$ cat src/rtl/hr_sleep_pkg.sv
package hr_sleep_pkg;
  typedef enum logic [1:0] {
    ST_WORK  = 2'd0,
    ST_ENTER = 2'd1,
    ST_SLEEP = 2'd2,
    ST_WAKE  = 2'd3
  } pwr_state_e;

  localparam int TYPE_LSB = 2;
  localparam int TYPE_MSB = 4;
  localparam int GO_BIT   = 5;
  localparam int WAK_BIT  = 7;

  function automatic logic type_ok(input logic [2:0] t);
    return (t == 3'd5) || (t == 3'd6) || (t == 3'd7);
  endfunction
endpackage

$ cat src/rtl/hr_sleep_regs.sv
module hr_sleep_regs
  import hr_sleep_pkg::*;
#(
  parameter int                ADDR_W    = 16,
  parameter logic [ADDR_W-1:0] CTRL_ADDR = 16'h0405,
  parameter logic [ADDR_W-1:0] STS_ADDR  = 16'h0401,
  parameter logic [ADDR_W-1:0] SRC_ADDR  = 16'h0402,
  parameter int                SRC_W     = 8
) (
  input  logic [ADDR_W-1:0] addr_i,
  input  logic              wr_i,
  input  logic [7:0]        wdata_i,
  input  logic [2:0]        typ_i,
  input  logic              wak_sts_i,
  input  logic [SRC_W-1:0]  src_i,
  output logic              go_o,
  output logic [2:0]        go_type_o,
  output logic              sts_clr_o,
  output logic [7:0]        rdata_o
);
  localparam int RD_W = (SRC_W < 8) ? SRC_W : 8;

  logic       sel_ctrl, sel_sts, sel_src;
  logic [7:0] src_byte;
  logic       unused_wdata;

  assign sel_ctrl = (addr_i == CTRL_ADDR);
  assign sel_sts  = (addr_i == STS_ADDR);
  assign sel_src  = (addr_i == SRC_ADDR);

  assign go_type_o = wdata_i[TYPE_MSB:TYPE_LSB];
  assign go_o      = wr_i && sel_ctrl && wdata_i[GO_BIT] && type_ok(go_type_o);
  assign sts_clr_o = wr_i && sel_sts && wdata_i[WAK_BIT];

  assign unused_wdata = ^{wdata_i[6], wdata_i[1:0]};

  always_comb begin
    src_byte = '0;
    for (int i = 0; i < RD_W; i++) src_byte[i] = src_i[i];
  end

  always_comb begin
    rdata_o = '0;
    if (sel_ctrl)     rdata_o[TYPE_MSB:TYPE_LSB] = typ_i;
    else if (sel_sts) rdata_o[WAK_BIT] = wak_sts_i;
    else if (sel_src) rdata_o = src_byte;
  end
endmodule

$ cat src/rtl/hr_sleep_seq.sv
module hr_sleep_seq
  import hr_sleep_pkg::*;
#(
  parameter int ENTRY_CYCLES = 4
) (
  input  logic       clk_i,
  input  logic       rst_ni,
  input  logic       go_i,
  input  logic [2:0] go_type_i,
  input  logic       wake_hit_i,
  output pwr_state_e state_o,
  output logic [2:0] typ_o,
  output logic       accept_o,
  output logic       capture_o,
  output logic       wake_done_o
);
  localparam int CNT_W = $clog2(ENTRY_CYCLES + 1);
  localparam logic [CNT_W-1:0] CNT_LAST = CNT_W'(ENTRY_CYCLES - 1);

  pwr_state_e       state_q, state_d;
  logic [CNT_W-1:0] cnt_q, cnt_d;
  logic [2:0]       typ_q;

  assign accept_o    = (state_q == ST_WORK) && go_i;
  assign capture_o   = ((state_q == ST_ENTER) || (state_q == ST_SLEEP)) && wake_hit_i;
  assign wake_done_o = (state_q == ST_WAKE);
  assign state_o     = state_q;
  assign typ_o       = typ_q;

  always_comb begin
    state_d = state_q;
    cnt_d   = cnt_q;
    unique case (state_q)
      ST_WORK: if (go_i) begin
        state_d = ST_ENTER;
        cnt_d   = '0;
      end
      ST_ENTER: begin
        if (wake_hit_i)            state_d = ST_WAKE;  // abort
        else if (cnt_q == CNT_LAST) state_d = ST_SLEEP;
        else                        cnt_d = cnt_q + 1'b1;
      end
      ST_SLEEP: if (wake_hit_i) state_d = ST_WAKE;
      ST_WAKE:  state_d = ST_WORK;
      default:  state_d = ST_WORK;
    endcase
  end

  always_ff @(posedge clk_i or negedge rst_ni) begin
    if (!rst_ni) begin
      state_q <= ST_WORK;
      cnt_q   <= '0;
      typ_q   <= '0;
    end else begin
      state_q <= state_d;
      cnt_q   <= cnt_d;
      if (accept_o) typ_q <= go_type_i;
    end
  end
endmodule

$ cat src/rtl/hr_sleep_wake.sv
module hr_sleep_wake #(
  parameter int NUM_WAKE = 7,
  parameter int SRC_W    = NUM_WAKE + 1
) (
  input  logic                clk_i,
  input  logic                rst_ni,
  input  logic [NUM_WAKE-1:0] evt_i,
  input  logic [NUM_WAKE-1:0] en_i,
  input  logic                btn_i,
  input  logic                accept_i,
  input  logic                capture_i,
  input  logic                wake_done_i,
  input  logic                sts_clr_i,
  output logic                hit_o,
  output logic [SRC_W-1:0]    src_o,
  output logic                wak_sts_o
);
  logic [NUM_WAKE-1:0] qual;
  logic [SRC_W-1:0]    src_q;
  logic                sts_q;

  assign qual      = evt_i & en_i;
  assign hit_o     = btn_i || (|qual);
  assign src_o     = src_q;
  assign wak_sts_o = sts_q;

  always_ff @(posedge clk_i or negedge rst_ni) begin
    if (!rst_ni) begin
      src_q <= '0;
      sts_q <= 1'b0;
    end else begin
      if (accept_i)       src_q <= '0;
      else if (capture_i) src_q <= {btn_i, qual};
      // set on return to working beats a concurrent software clear
      if (wake_done_i)                sts_q <= 1'b1;
      else if (accept_i || sts_clr_i) sts_q <= 1'b0;
    end
  end
endmodule

$ cat src/rtl/hr_sleep_ctrl.sv
module hr_sleep_ctrl
  import hr_sleep_pkg::*;
#(
  parameter int                ADDR_W       = 16,
  parameter logic [ADDR_W-1:0] CTRL_ADDR    = 16'h0405,
  parameter logic [ADDR_W-1:0] STS_ADDR     = 16'h0401,
  parameter logic [ADDR_W-1:0] SRC_ADDR     = 16'h0402,
  parameter int                NUM_WAKE     = 7,
  parameter int                ENTRY_CYCLES = 4
) (
  input  logic                clk_i,
  input  logic                rst_ni,
  input  logic [ADDR_W-1:0]   io_addr_i,
  input  logic                io_wr_i,
  input  logic [7:0]          io_wdata_i,
  output logic [7:0]          io_rdata_o,
  input  logic [NUM_WAKE-1:0] wake_evt_i,
  input  logic [NUM_WAKE-1:0] wake_en_i,
  input  logic                pwr_btn_i,
  output logic                plat_sleep_req_o,
  output logic [2:0]          plat_sleep_type_o,
  output logic                plat_asleep_o,
  output logic [1:0]          pwr_state_o
);
  localparam int SRC_W = NUM_WAKE + 1;

  pwr_state_e       state;
  logic             go, sts_clr, accept, capture, wake_done, wake_hit, wak_sts;
  logic [2:0]       go_type, typ;
  logic [SRC_W-1:0] wake_src;

  hr_sleep_regs #(
    .ADDR_W(ADDR_W), .CTRL_ADDR(CTRL_ADDR), .STS_ADDR(STS_ADDR),
    .SRC_ADDR(SRC_ADDR), .SRC_W(SRC_W)
  ) u_regs (
    .addr_i(io_addr_i), .wr_i(io_wr_i), .wdata_i(io_wdata_i),
    .typ_i(typ), .wak_sts_i(wak_sts), .src_i(wake_src),
    .go_o(go), .go_type_o(go_type), .sts_clr_o(sts_clr), .rdata_o(io_rdata_o)
  );

  hr_sleep_seq #(.ENTRY_CYCLES(ENTRY_CYCLES)) u_seq (
    .clk_i(clk_i), .rst_ni(rst_ni), .go_i(go), .go_type_i(go_type),
    .wake_hit_i(wake_hit), .state_o(state), .typ_o(typ),
    .accept_o(accept), .capture_o(capture), .wake_done_o(wake_done)
  );

  hr_sleep_wake #(.NUM_WAKE(NUM_WAKE), .SRC_W(SRC_W)) u_wake (
    .clk_i(clk_i), .rst_ni(rst_ni), .evt_i(wake_evt_i), .en_i(wake_en_i),
    .btn_i(pwr_btn_i), .accept_i(accept), .capture_i(capture),
    .wake_done_i(wake_done), .sts_clr_i(sts_clr),
    .hit_o(wake_hit), .src_o(wake_src), .wak_sts_o(wak_sts)
  );

  assign plat_sleep_req_o  = (state == ST_ENTER) || (state == ST_SLEEP);
  assign plat_asleep_o     = (state == ST_SLEEP);
  assign plat_sleep_type_o = typ;
  assign pwr_state_o       = state;
endmodule

$ cat config.mk
export PLATFORM = sky130hd
export DESIGN_NAME = hr_sleep_ctrl
export DESIGN_NICKNAME = d
export VERILOG_FILES = /design/src/rtl/hr_sleep_pkg.sv /design/src/rtl/hr_sleep_regs.sv /design/src/rtl/hr_sleep_seq.sv /design/src/rtl/hr_sleep_wake.sv /design/src/rtl/hr_sleep_ctrl.sv
export SDC_FILE = /design/constraint.sdc
export NUM_CORES = 1
export LEC_CHECK = 0
export ABC_AREA = 1
export BUFFER_PORTS_ARGS = -buffer_cell sky130_fd_sc_hd__buf_2
export CAP_MARGIN = 20
export CORE_MARGIN = 2
export CORE_UTILIZATION = 49
export CTS_CLUSTER_DIAMETER = 80
export DETAILED_ROUTE_END_ITERATION = 10
export GPL_TIMING_DRIVEN = 0
export PLACE_DENSITY = 0.85
export SLEW_MARGIN = 30
export SYNTH_ARGS = -nofsm -noshare
export SYNTH_HDL_FRONTEND = slang
export SYNTH_SLANG_ARGS = --single-unit
$ cat constraint.sdc
create_clock -name clk_i -period 3.6 [get_ports clk_i]
set_input_delay 0.72 -clock clk_i [delete_from_list [all_inputs] [get_ports clk_i]]
set_output_delay 0.72 -clock clk_i [all_outputs]
set_load 0.01 [all_outputs]
== After elaboration in Yosys (flattened, before gate mapping) ==
Cells that the tools add are included.

* Word-level logic and storage cells: 60
* Input bits: 42
* Register bits: 17

* Add/subtract/negate cells: 1
* Mux-type cells: 19
* Bitwise logic cells: 1
* Reductions and logical operators: 19
* Eq/ne operators: 15

{| class="wikitable"
|+ Operator list
! kind !! count
|-
| 16-bit by 11-bit equality test with 1-bit output (second input constant) || 3
|-
| 8-bit 2-to-1 mux || 3
|-
| 3-bit 2-to-1 mux || 5
|-
| 2-bit 2-to-1 mux || 5
|-
| 3-bit equality test (second input constant) || 3
|-
| 2-bit case mux with 4 select lines || 1
|-
| 7-bit AND || 1
|-
| 1-bit logical AND || 7
|-
| 7-bit 2-to-1 mux || 1
|-
| 7-bit OR reduction || 1
|-
| 3-bit case mux with 2 select lines || 1
|-
| 2-bit nonzero test || 3
|-
| 1-bit logical OR || 5
|-
| 2-bit equality test (second input constant) || 2
|-
| 2-bit by 1-bit != test with 1-bit output (second input constant) || 2
|-
| 2-bit != test (second input constant) || 2
|-
| 4-bit AND reduction || 1
|-
| 3-bit by 1-bit adder with 3-bit output (second input constant) || 1
|-
| 3-bit by 2-bit equality test with 1-bit output (second input constant) || 1
|-
| 1-bit 2-to-1 mux || 3
|-
| 3-bit by 1-bit != test with 1-bit output (second input constant) || 1
|-
| 3-bit AND reduction || 1
|-
| 2-bit by 1-bit equality test with 1-bit output (second input constant) || 1
|-
| 2-bit logical NOT || 1
|}

== Depth between registers and ports, before layout ==
Gate-level depths: netlist of run 1.

* Depth in word-level cells: 8
* Depth in mapped cells: 10
* Mapped depth without buffers: 9

== Cells and area by module ==
Synthesis of run 1 repeated with hierarchy kept, for this count alone.

* Cell total of the unflattened synthesis: 186
* Area, all modules: 1273.7 µm²

{| class="wikitable"
|+ Modules (own cells, without submodules)
! module !! cells an instance !! area an instance (µm²) !! times used
|-
| hr_sleep_seq || 73 || 546.8 || 1
|-
| hr_sleep_wake || 53 || 431.7 || 1
|-
| hr_sleep_regs || 57 || 275.3 || 1
|-
| hr_sleep_ctrl || 3 || 20.0 || 1
|}

== Worst setup path after synthesis of run 1 ==
OpenSTA, ideal clock, no wires.

* Kind: input port to output port
* Start point: input port io_addr_i[7]
* End point: output port io_rdata_o[0]
* Setup slack: 1.460 ns
* Data required time: 2.880 ns
* Path buffers: 0
* Arrival time: 1.420 ns
* Stages: 5
* Cell sequence: nor2_1 -> nand2_1 -> nor2_1 -> nand2_1 -> nor2_1

* Cells in the longest elaborated chain, start to end: 4

{| class="wikitable"
|+ RTL lines
! element !! line !! source
|-
| from (decl) || hr_sleep_ctrl.sv:13 || <nowiki>input logic [ADDR_W-1:0] io_addr_i,</nowiki>
|-
| 16-bit by 11-bit equality test with 1-bit output || hr_sleep_regs.sv:29 || <nowiki>assign sel_src = (addr_i == SRC_ADDR);</nowiki>
|-
| 8-bit 2-to-1 mux || hr_sleep_regs.sv:46 || <nowiki>else if (sel_src) rdata_o = src_byte;</nowiki>
|-
| 7-bit 2-to-1 mux || hr_sleep_regs.sv:45 || <nowiki>else if (sel_sts) rdata_o[WAK_BIT] = wak_sts_i;</nowiki>
|-
| 2-bit 2-to-1 mux * || hr_sleep_regs.sv:44 || <nowiki>if (sel_ctrl) rdata_o[TYPE_MSB:TYPE_LSB] = typ_i;</nowiki>
|-
| to (decl) || hr_sleep_ctrl.sv:16 || <nowiki>output logic [7:0] io_rdata_o,</nowiki>
|}

Mark *: on every way between the ends. The rest lies on a longest branch, timed or not.

== Worst setup path in the final report of run 1 ==
* Start point: input port io_addr_i[5]
* End point: output port io_rdata_o[1]

The elaborated chain is that of the path after synthesis.

==> flow_summary.toml, run 1 <==
[status]
status = "finished, final reports clean"

[grt]
grt_pass1_wl_um = 4215
grt_pass1_vias = 1067
antenna_found_initial = 0
grt_max_degree = 18
groute.usage.overall_pct = 20.20
grt.overflow.total = 0

[timing]
fmax_mhz = 408.4
finClkSkew_ns = 0.0008544
final_max_slew_viol_count = 0
fin_setup_tns_ns = 0
final.min_clock_period_ns = 2.449
rsz0062_at_grt = "false"
fin_crit_sh_pct = 68.02
hold_slack_ns = 0.3314
timing.slew.headroom_pct = 74.69
setup_viol = 0
finalHoldViolations = 0
worstMarginPinSlew_ns = 0.3796

[yosys]
synthCells = 170
synth_cell_types = 19
synth_compound_area_share_pct = 5.178
yosysWarnings = 0
avgSynthCellArea_um2 = 6.823
syn_nets = 218
yosysTopAreaCell = "dfrtp_1"
post_synth_fa_ha_maj_area_fraction_pct = 6.472
yosys.area_share.simple_pct = 41.96
synth_top_family_by_area = "simple AND/OR/NAND/NOR gates"
synth_area_leaders = "dfrtp_1, nand2_1, inv_1"
seq_area_frac_synth_pct = 36.68
synthMuxAreaShare_pct = 0
yosys_register_bits = 17
yosysTopAreaCellShare_pct = 36.68
synthXorXnorAreaFrac_pct = 0
synth_area_um2 = 1160

[die]
row_count = 17
die_w_um = 52.65
dieArea_um2 = 2772
core-area_um2 = 2233
die_h_um = 52.65
initial_core_util_pct = 51.93
pin_count = 57

[critical_path]
startpoint_type = "input pin"
arrival_ns = 1.73
ff2ff_path_depth = 7
critical_path_class = "in -> out"
crit_path_end_kind = "output port"
r2r_end = "u_wake.src_o[1]"
r2r-start = "u_seq.state_o[0]"
critical_path.max_fanout = 5
startpoint = "io_addr_i[5]"
reg2reg_slack_ns = 2.07
critPathCapture = "io_rdata_o[1]"
required_ns = 2.88

[drt]
routed_wirelength_um = 2472
via_per_inst = 4.667
drc_errors = 0
vias = 1190
drtAntennaViolNets = 0
detail_route.first_pass.iterations = 4
routedWlPerCell_um = 9.694
drtIter0Drc = 20

[cells_and_area]
drive_gt1_share_pct = 32.16
nets = 276
stdcell_count = 255
final_common_cell = "nand2_1"
diodes = 0
syn_to_final_growth_pct = 28.16
final_cell_mix = "nand2_1, buf_2, inv_1"

[placement]
io_buffers = 53
gp_congestion = 0.7303
dp_hpwl_um = 2051
placed_cells = 251

[clock_tree]
clock_sinks = 17
cts_resized = 0
cts_setup_buffers = 0
htreeDepth = 1
holdBufCountCts = 0
cts_tree = "built"
cts_buffer_depth = 2
clock_latency_ns = 0.29
clk_pin_slew_ns = 0.10
clock-root-buffer = "clkbuf_4"
cts_buffers = 3

[pwr]
vdd_drop_max_v = 0.0005692
p_leak_nw = 0.9279
power_density_nw_per_um2 = 536.7

[min_path]
hold_class = "in -> async"

[flow_run]
cap_violations = 0
cell families after synthesis:
group	Yosys count
and+or+nand+nor	109
buffers and inverters	27
DFF	17
AOI/OAI and AO/OA	11
adders and majority gates	6
through the flow:
stage / power (mW) / area [um^2] / setup slack, ns / util, %
after global placement: 0.6871 / 1460 / 1.172 / 65.38
after CTS: 0.8066 / 1486 / 1.140 / 66.55
final: 0.7978 / 1486 / 1.151 / 66.55
after global routing: 0.8833 / 1486 / 0.9011 / 66.55
after floorplan: 0.5827 / 1160 / 1.460 / -
after detailed placement: 0.7015 / 1460 / 1.144 / 65.38
layer usage:
layer  vias to the layer above  GRT usage, %  part of all wire (%)  wire [um]
met4                         0         3.846                  0.49         12
met1                       512         22.44                    41       1018
met2                        44         38.13                    50       1224
met3                         2         5.429                   8.7        216
li1                        632             -                     -          -
met5                         -             0                     0          0
layout make-up:
| type | instances | area (um^2) |
|---|---|---|
| tap | 28 | 35.03 |
| multi-input combinational | 126 | 621.8 |
| inverter | 25 | 93.84 |
| buffer | 2 | 18.77 |
| timing repair buffer | 53 | 265.3 |
| fill | 221 | 747.0 |
| clock buffer | 4 | 26.28 |
| sequential | 17 | 425.4 |
worst min-delay path by stage:
stage                         from        endpoint  slack, ns  depth (start not counted)
floorplan                   rst_ni  u_seq.cnt_q[0]       0.42                          0
global placement    u_seq.typ_o[2]  u_seq.typ_o[2]       0.46                          2
detailed placement  u_seq.typ_o[2]  u_seq.typ_o[2]       0.46                          2
CTS                         rst_ni  u_seq.cnt_q[0]       0.34                          1
global route                rst_ni  u_seq.cnt_q[2]       0.36                          1
finish                      rst_ni  u_seq.cnt_q[0]       0.33                          1
state kept, by name, summed over array words and instances (netlist names):
register and flops:
u_seq.state_o 2, u_seq.typ_o 3, u_wake.wak_sts_o 1, u_wake.src_o 8, u_seq.cnt_q 3
power breakdown:
group | total, mW | switching (mW) | internal [mW]
Combinational | 0.411 | 0.254 | 0.156
Clock | 0.103 | 0.0595 | 0.0431
Sequential | 0.284 | 0.0371 | 0.247
Total | 0.798 | 0.351 | 0.447
worst max-delay path, cell delays in order:
cell	delay, ns
buf_2	0.09
nor2_1	0.10
nand2_1	0.10
nor2_1	0.30
nand2_1	0.18
nor2_1	0.11
buf_2	0.13
synth_stat cells (all sizes together):
| library cell | instances |
|---|---|
| o21bai | 1 |
| o211ai | 1 |
| ha | 6 |
| inv | 25 |
| nand3b | 1 |
| dfrtp | 17 |
| o21ai | 9 |
| nand2 | 68 |
| buf | 2 |
| nand3 | 14 |
| nor2 | 26 |
Note: power is estimated with default switching activity, not from simulation.
==> run 2, diff against run 1 <==
CORE_UTILIZATION = 41   (was 49)
PLACE_DENSITY = 0.75   (was 0.85)
clock period = 2.1 ns   (was 3.6 ns; I/O delays follow)
==> run 2 against run 1 <==
Against the previous run: sequential power rose by 74%; via count decreased by 1.4%; count of clock-buffer cells in the layout unchanged; combinational power rose by 70%; non-clock buffer count stayed put; final cell count rose by 1.2%; register-to-register slack worse by 1.5 ns; utilization decreased by 12 points; critical path type unchanged; critical endpoint is now io_rdata_o[0]; largest cell class unchanged.
==> flow_summary.toml, run 2 (same netlist as run 1, synthesis figures left out) <==
[placement]
pre_cts_ws_ns = 0.2229
io_buffers = 53
dp_hpwl_um = 1981
gp_congestion = 0.7449

[clock_tree]
cts_buffer_depth = 2
clk_pin_slew_ns = 0.09
cts_buffers = 3
clock_latency_ns = 0.28
cts_tree = "built"
htreeDepth = 1
cts_setup_buffers = 0
clock_sinks = 17
holdBufCountCts = 0
clock-root-buffer = "clkbuf_4"
cts_resized = 0

[critical_path]
path_delay_family = "simple AND/OR/NAND/NOR gates"
critPathMostFrequentCell = "nor2_1"
critical_path_class = "in -> out"
crit_path_end_kind = "output port"
cp_slowest_stage_delay_ns = 0.24
cp_cell_sequence = "buf_2, nor2_1, nand3_1, nor2_1, nand2_1, nor2_1, buf_2"
required_ns = 1.68
startpoint_type = "input pin"
arrival_ns = 1.45
cp_num_buf_inv = 2
cpMaxStageDelayCell = "nor2_1"
critical_path.max_fanout = 5

[timing]
final.min_clock_period_ns = 1.869
fmax_mhz = 534.9
setup_viol = 0
worstMarginPinSlew_ns = 0.3855
timing.slew.headroom_pct = 74.30
finalHoldViolations = 0
worst_slack_ns = 0.2307
fin_setup_tns_ns = 0
fin_crit_sh_pct = 89.02
finClkSkew_ns = 0.0009990
rsz0062_at_grt = "false"
final_max_slew_viol_count = 0

[drt]
vias = 1173
drc_errors = 0
drtIter0Drc = 30
routed_wirelength_um = 2415
drtAntennaViolNets = 0
detail_route.first_pass.iterations = 4
via_per_inst = 4.547
routedWlPerCell_um = 9.360

[die]
core-area_um2 = 2710
pin_count = 57
die_h_um = 57.19
row_count = 19
initial_core_util_pct = 42.80
dieArea_um2 = 3270
die_w_um = 57.19

[pwr]
vdd_drop_max_v = 0.0008398
p_leak_nw = 0.9279
power_density_nw_per_um2 = 916.5

[grt]
grt_pass1_vias = 1075
antenna_found_initial = 0
grt.overflow.total = 0
grt_max_degree = 18
groute.usage.overall_pct = 16.33
grt_pass1_wl_um = 4416

[cells_and_area]
largest_reg_flops = 8
diodes = 0
nets = 276
final_cell_mix = "nand2_1, buf_2, inv_1"
seq_area_um2 = 425.4
fill_cells = 303
drive_gt1_share_pct = 32.16
final_common_cell = "nand2_1"
multi_input_area_um2 = 621.8
syn_to_final_growth_pct = 28.48

[status]
status = "finished, final reports clean"

[min_path]
hold_class = "in -> async"

[flow_run]
cap_violations = 0
run 2: path summary, 6_finish.rpt:
kind	startpoint	end	slack [ns]	cells after the start
max in group asynchronous	rst_ni	u_wake.src_o[7]	1.79	1
hold / removal	rst_ni	u_seq.cnt_q[1]	0.04	1
setup / recovery	io_addr_i[3]	io_rdata_o[0]	0.23	7
setup reg to reg	u_seq.state_o[1]	u_seq.cnt_q[2]	0.57	9
hold reg to reg	u_seq.typ_o[2]	u_seq.typ_o[2]	0.48	2
min in group clk_i	io_wdata_i[2]	u_seq.typ_o[0]	0.36	3
run 2: where the power goes:
part / internal, mW / switching, mW / total [mW]
combinational: 0.269 / 0.431 / 0.700
sequential: 0.424 / 0.0699 / 0.494
clock: 0.0737 / 0.0983 / 0.172
total: 0.767 / 0.599 / 1.37
run 2: area by class of cell:
cell class / instances / share of cell area [%]
clock buffers: 4 / 1.763
well taps: 31 / 2.603
inverters: 25 / 6.297
plain buffers: 2 / 1.259
repair buffers: 53 / 17.80
multi-input cells: 126 / 41.73
flip-flops and latches: 17 / 28.55
run 2: stage by stage:
| stage | utilization, % | hold slack, ns | cell area [um^2] | power, mW | std cells |
|---|---|---|---|---|---|
| after floorplan | - | 0.1244 | 1160 | 0.9989 | 170 |
| after CTS | 54.99 | 0.04625 | 1490 | 1.376 | 258 |
| after detailed placement | 54.02 | 0.3621 | 1464 | 1.199 | 254 |
| after global placement | 54.02 | 0.3618 | 1464 | 1.178 | 254 |
| final | 54.99 | 0.03975 | 1490 | 1.366 | 258 |
| after global routing | 54.99 | 0.04626 | 1490 | 1.518 | 258 |
run 2: worst reg2reg max path, stage by stage, from the launching register on:
cell	delay [ns]
dfrtp_1	0.44
inv_1	0.10
ha_1	0.22
inv_2	0.07
nor2_1	0.14
nand3_1	0.09
nand2_1	0.14
nand2_1	0.11
nand2_1	0.07
nand2_1	0.04
run 2: layer usage:
| layer | up-vias | wire length (um) | share of wire, % | track usage (%) |
|---|---|---|---|---|
| li1 | 631 | - | - | - |
| met1 | 495 | 1144 | 47 | 23.23 |
| met2 | 47 | 1016 | 42 | 25.29 |
| met3 | 0 | 255 | 11 | 3.855 |
| met4 | 0 | 0 | 0 | 3.987 |
| met5 | - | 0 | 0 | 0 |
